### src/rtl/nvbb_pkg.sv
package nvbb_pkg;
  localparam int unsigned REG_W   = 8;
  localparam int unsigned DAT_BIT = 0;
  localparam int unsigned CLK_BIT = 1;
  localparam int unsigned CS_BASE = 2;
endpackage

### src/rtl/nvbb_ctrl_reg.sv
module nvbb_ctrl_reg
  import nvbb_pkg::*;
#(
  parameter int unsigned HI = 5
) (
  input  logic             clk_i,
  input  logic             rst_ni,
  input  logic             wr_en_i,
  input  logic [HI:1]      wr_field_i,
  input  logic             sdo_i,
  output logic [HI:1]      field_o,
  output logic [REG_W-1:0] rd_data_o
);
  logic [HI:1] field_q;
  logic        sdo_q;

  always_ff @(posedge clk_i or negedge rst_ni) begin
    if (!rst_ni) begin
      field_q <= '0;
      sdo_q   <= 1'b0;
    end else begin
      sdo_q <= sdo_i;
      if (wr_en_i) field_q <= wr_field_i;
    end
  end

  always_comb begin
    rd_data_o        = '0;
    rd_data_o[HI:1]  = field_q;
    rd_data_o[0]     = sdo_q;
  end

  assign field_o = field_q;
endmodule

### src/rtl/nvbb_lane.sv
module nvbb_lane (
  input  logic clk_i,
  input  logic rst_ni,
  input  logic wr_en_i,
  input  logic sel_i,
  input  logic din_i,
  input  logic sck_i,
  output logic cs_o,
  output logic di_o,
  output logic sk_o
);
  logic cs_q, di_q, sk_q;

  always_ff @(posedge clk_i or negedge rst_ni) begin
    if (!rst_ni) begin
      cs_q <= 1'b0;
      di_q <= 1'b0;
      sk_q <= 1'b0;
    end else if (wr_en_i) begin
      // forward select only on a change
      if (sel_i != cs_q) cs_q <= sel_i;
      if (sel_i) begin
        di_q <= din_i;
        sk_q <= sck_i;
      end
    end
  end

  assign cs_o = cs_q;
  assign di_o = di_q;
  assign sk_o = sk_q;
endmodule

### src/rtl/nvbb_port.sv
module nvbb_port
  import nvbb_pkg::*;
#(
  parameter int unsigned N_DEV = 2
) (
  input  logic             clk_i,
  input  logic             rst_ni,
  input  logic             wr_en_i,
  input  logic [REG_W-1:0] wr_data_i,
  output logic [REG_W-1:0] rd_data_o,
  input  logic             sdo_i,
  output logic [N_DEV-1:0] mem_cs_o,
  output logic [N_DEV-1:0] mem_di_o,
  output logic [N_DEV-1:0] mem_sk_o,
  output logic             led_o,
  output logic             pwr_en_o
);
  localparam int unsigned LED_BIT = CS_BASE + N_DEV;
  localparam int unsigned PWR_BIT = LED_BIT + 1;
  localparam int unsigned HI      = PWR_BIT;

  logic [HI:1] field;
  logic        unused_hi;

  assign unused_hi = ^wr_data_i[REG_W-1:HI+1];

  nvbb_ctrl_reg #(.HI(HI)) u_reg (
    .clk_i      (clk_i),
    .rst_ni     (rst_ni),
    .wr_en_i    (wr_en_i),
    .wr_field_i (wr_data_i[HI:1]),
    .sdo_i      (sdo_i),
    .field_o    (field),
    .rd_data_o  (rd_data_o)
  );

  for (genvar k = 0; k < N_DEV; k++) begin : g_lane
    nvbb_lane u_lane (
      .clk_i   (clk_i),
      .rst_ni  (rst_ni),
      .wr_en_i (wr_en_i),
      .sel_i   (wr_data_i[CS_BASE+k]),
      .din_i   (wr_data_i[DAT_BIT]),
      .sck_i   (wr_data_i[CLK_BIT]),
      .cs_o    (mem_cs_o[k]),
      .di_o    (mem_di_o[k]),
      .sk_o    (mem_sk_o[k])
    );
  end

  assign led_o    = field[LED_BIT];
  assign pwr_en_o = field[PWR_BIT];
endmodule

### config.mk
export PLATFORM = sky130hd
export DESIGN_NAME = nvbb_port
export DESIGN_NICKNAME = d
export VERILOG_FILES = /design/src/rtl/nvbb_pkg.sv /design/src/rtl/nvbb_ctrl_reg.sv /design/src/rtl/nvbb_lane.sv /design/src/rtl/nvbb_port.sv
export SDC_FILE = /design/constraint.sdc
export NUM_CORES = 1
export LEC_CHECK = 0
export BUFFER_PORTS_ARGS = -buffer_cell sky130_fd_sc_hd__buf_2
export CAP_MARGIN = 20
export CORE_MARGIN = 2
export CORE_UTILIZATION = 37
export DETAILED_ROUTE_END_ITERATION = 8
export PLACE_DENSITY = 0.73
export SLEW_MARGIN = 5
export SYNTH_ARGS = -nofsm -noshare
export SYNTH_HDL_FRONTEND = slang
export SYNTH_HIERARCHICAL = 1
export SYNTH_SLANG_ARGS = --single-unit
### constraint.sdc
create_clock -name clk_i -period 0.8 [get_ports clk_i]
set_input_delay 0.16 -clock clk_i [delete_from_list [all_inputs] [get_ports clk_i]]
set_output_delay 0.16 -clock clk_i [all_outputs]
set_load 0.005 [all_outputs]
Word level (Yosys, flattened, before mapping)
Index checks and enable logic that the tools add are counted.
{"block": "op_classes", "n_reduce_logical": 4, "n_eq_ne": 2}
{"operator": "$reduce_and 2->1", "n": 4}
{"operator": "$ne 1x1->1", "n": 2}
{"block": "totals", "register_bits": 12, "in_bits": 12, "out_inout_bits": 16}

Longest topological paths before layout
{"block": "depth", "ltp_word": 2, "depth_mapped": 2, "depth_no_buf": 2}

Modules after synthesis
Netlist, hierarchy kept.
{"mod": "nvbb_ctrl_reg", "seq_area_each_um2": 150.1, "area_per_inst_um2": 270.3, "n_inst": 1, "cells_per_inst": 20}
{"mod": "nvbb_lane", "seq_area_each_um2": 75.1, "area_per_inst_um2": 120.1, "n_inst": 2, "cells_per_inst": 8}

Least setup slack after synthesis
No wires, ideal clock.
{"block": "synth_path", "kind": "reg-to-reg", "startpoint": "reg, netlist name u_reg/field_o[4]", "endpoint": "reg u_reg.field_q (netlist bit u_reg/field_o[4])", "t_required_ps": 675, "setup_ps": 125, "path_buffers": 0, "slack_ps": 46, "stages_incl_launch_ff": 2, "arrival_ps": 629, "period_less_slack_ps": 754, "path_cell_list": "dfrtp_1 -> mux2_2"}
{"element": "end signal: assignment", "line": "nvbb_ctrl_reg.sv:23", "text": "if (wr_en_i) field_q <= wr_field_i;"}
{"element": "end: declaration", "line": "nvbb_ctrl_reg.sv:14", "text": "logic [HI:1] field_q;"}

Worst setup path in the final report
{"block": "layout_path", "startpoint": "reg g_lane[0].u_lane.sk_q", "endpoint": "out mem_sk_o[0]"}
{"element": "start: declaration", "line": "nvbb_lane.sv:12", "text": "logic cs_q, di_q, sk_q;"}
{"element": "start signal: assignment", "line": "nvbb_lane.sv:24", "text": "sk_q <= sck_i;"}
{"element": "end: declaration", "line": "nvbb_port.sv:14", "text": "output logic [N_DEV-1:0] mem_sk_o,"}
No word-level cell between the ends.

==> results.txt <==
aggregate global routing overflow -> 0
number of rows created at floorplan -> 13
Net count, final -> 76
sequential cell area -> 300 sq um
area added between synthesis and finish -> 31.6%
vertical die dimension -> 41.1 um
Total Routing Usage GR -> 0.118
Period minus WS final -> 0.934 ns
antenna violations before repair -> 0
total power density per cell area -> 1990 nW/um^2
multi-input logic area -> 146 sq um
Critical Path Max Stage Delay -> 0.38 ns
number of instances in the synthesized netlist -> 36
overall die area -> 1690 sq um
critical path class -> reg -> out
vias in the first global route -> 291
clock-pin slew of the registers on the worst-case setup and hold paths -> 0.07 ns
cell-by-cell listing of the critical path -> buf_2
terminus of the critical flop-to-flop path -> g_lane[1].u_lane/sk_o
count of buffering cells on the critical path with inverters included -> 1
first-pass GRT wire length -> 1190 um
Clock Root Buffer -> sky130_fd_sc_hd__clkbuf_4
largest net degree at the start of global routing -> 13
Cells on Worst Hold Path -> 2
unrepaired setup endpoints after global routing -> yes
layout filler cell count -> 122
core box area -> 1300 sq um
horizontal extent of the die -> 41.1 um
number of buffer cells added on primary ports -> 23
worst flop-to-flop path startpoint -> g_lane[1].u_lane/sk_o
post-detailed-route DRC marker count -> 0
Ys Warns -> 6
Post-Synth Adder-Cell Area -> 0
setup_tns -> -1.92 ns
share of Yosys cell area claimed by the top area cell type -> 0.588
number of clock sinks -> 12
critical path data arrival time -> 0.77 ns
Post-Synthesis Mean Instance Area -> 14.2 sq um
Main synth FF type -> sky130_fd_sc_hd__dfrtp_1
Critical-path top delay cell -> sky130_fd_sc_hd__dfrtp_1
Antenna Violating Nets Remaining -> 0
final count of pins violating max slew -> 0
synth unique cells -> 8
result of the run -> complete, but fails checks
Layout Skew -> 0 ns
origin of the worst setup path -> g_lane[0].u_lane/sk_o
cts bufs inserted -> 3
portion of the clock cycle consumed by the worst path in the final layout -> 1.17
leakage dissipation -> 0.358 nW
Highest Clock Rate -> 1.07 GHz
EDFF count, synth -> 0
setup ws final -> -0.134 ns
number of hold violations in the final report -> 0
number of top-level pins -> 28
max cap viols -> 0
detailed-router iteration count before antenna repair -> 2
endpoints failing setup -> 18
cell types with the largest area share after synthesis -> sky130_fd_sc_hd__dfrtp_1, sky130_fd_sc_hd__buf_4, sky130_fd_sc_hd__mux2_4, sky130_fd_sc_hd__mux2_2, sky130_fd_sc_hd__nand2_2
mux contribution to synthesized area -> 0.228
HPWL after detailed placement -> 616 um
CTS max path bufs -> 2
Max IR drop VDD -> 959 uV
post-detailed-route via-to-cell ratio -> 4.25
CP delay by family, top -> flip-flops
kind of start point of the critical path -> register
CTS H-tree depth -> 1
cell type with the largest total area after synthesis -> sky130_fd_sc_hd__dfrtp_1
failing checks -> negative setup slack
fraction of final layout cells with drive strength greater than 1 -> 0.677
pre-CTS setup slack -> -0.120 ns
worst min-delay path startpoint -> wr_data_i[4]
effective utilization at floorplan -> 0.392
critical path data required time -> 0.64 ns
path depth of the worst reg2reg path -> 2
weighted congestion at the end of routability-driven global placement -> 0.627
critical path capture point type -> output port
number of vias in the routed layout -> 327
per-cell routed wire length -> 10.7 um
Hold Crit Endpoint -> u_reg/field_o[4]
fraction of the mapped netlist area in compound gates -> 0.0196
most frequent cell after synthesis -> sky130_fd_sc_hd__dfrtp_1
number of DRC markers after the initial detailed-route iteration -> 1
worst min-delay path class -> in -> reg
Simple-Gate Fraction of Synth Area -> 0.0245
clock tree from TritonCTS -> yes
dominant combinational cell family by area after synthesis -> multiplexers
post-synthesis cell area -> 510 sq um
commonest cells in the netlist -> sky130_fd_sc_hd__dfrtp_1, sky130_fd_sc_hd__buf_4, sky130_fd_sc_hd__mux2_2
flops & latches, synth -> 12
antenna cells -> 0
post-synthesis xor/xnor area fraction -> 0
Worst Path Max Fanout -> 2
sequential fraction of the synthesis area -> 0.588
worst reg-to-reg setup slack -> -0.08 ns
Post-synth ARST share -> 1.00
total length of routed wires -> 826 um
Final Power -> 0.00134 W
insertion delay of the later-clocked pin in the worst-skew pair -> 0.26 ns
[routing by layer]
layer / track usage / vias to the layer above / share of wire
met5: 0 / - / 0
met4: 0.0484 / 0 / 0
met2: 0.203 / 16 / 0.49
met3: 0.0489 / 0 / 0.097
met1: 0.125 / 150 / 0.41
li1: - / 161 / -
[cell type report]
class,instances,area share
Tap cell,15,0.0279
Timing Repair Buffer,30,0.263
Inverter,2,0.0112
Multi-Input combinational cell,15,0.218
Clock buffer,3,0.0335
Sequential cell,12,0.447
[cells in the final DEF (no fill, tap or decap), drive strengths merged]
master	synthesis	final
buf	8	28
clkbuf	0	3
conb	1	2
dfrtp	12	12
dlygate4sd3	0	2
inv	2	2
mux2	9	9
nand2	2	2
o21ai	2	2
[what timing repair did]
| action | 4_1_cts | 5_1_grt |
|---|---|---|
| resized for setup | 0 | 1 |
| endpoints found under the hold margin | 13 | 0 |
| hold buffers | 2 | 0 |
| buffers inserted | 4 | 0 |
| setup endpoints to repair | 14 | 18 |
[worst max path at each step]
stage	end	slack, ns	cells after the start
after floorplan	u_reg/field_o[4]	0.05	1
after global placement	g_lane[1].u_lane/sk_o	-0.1	3
after detailed placement	g_lane[1].u_lane/sk_o	-0.12	3
after CTS	rd_data_o[5]	-0.14	1
after global routing	mem_sk_o[1]	-0.18	1
final	mem_sk_o[0]	-0.13	1
[logic make-up (layout without fill, tap and decap cells)]
kind of cell           count (synthesis)  in the layout
multiplexers                           9              9
buffers and inverters                 10             35
other                                  1              2
flip-flops                            12             12
AND/OR/NAND/NOR                        2              2
AO/OA/AOI/OAI                          2              2
[per-stage QoR]
step / utilization / hold WS [ns] / cells / area [sq um]
floorplan: - / -0.136 / 37 / 514
global placement: 0.458 / 0.0454 / 68 / 596
detailed placement: 0.458 / 0.0494 / 68 / 596
CTS: 0.513 / 0.122 / 77 / 668
global route: 0.516 / 0.112 / 77 / 672
finish: 0.516 / 0.133 / 77 / 672
[report_power, final]
part / internal [W] / switching, W
clock: 0.000173 / 0.000176
combinational: 0.000182 / 0.000100
sequential: 0.000673 / 0.0000314
total: 0.00103 / 0.000308
[registers in the layout, indices dropped and copies added, names as in the netlist]
register / cells
u_reg/field_o: 5
g_lane.u_lane/cs_o: 2
g_lane.u_lane/di_o: 2
g_lane.u_lane/sk_o: 2
u_reg/sdo_q: 1
Note: power is estimated with default switching activity, not from simulation.
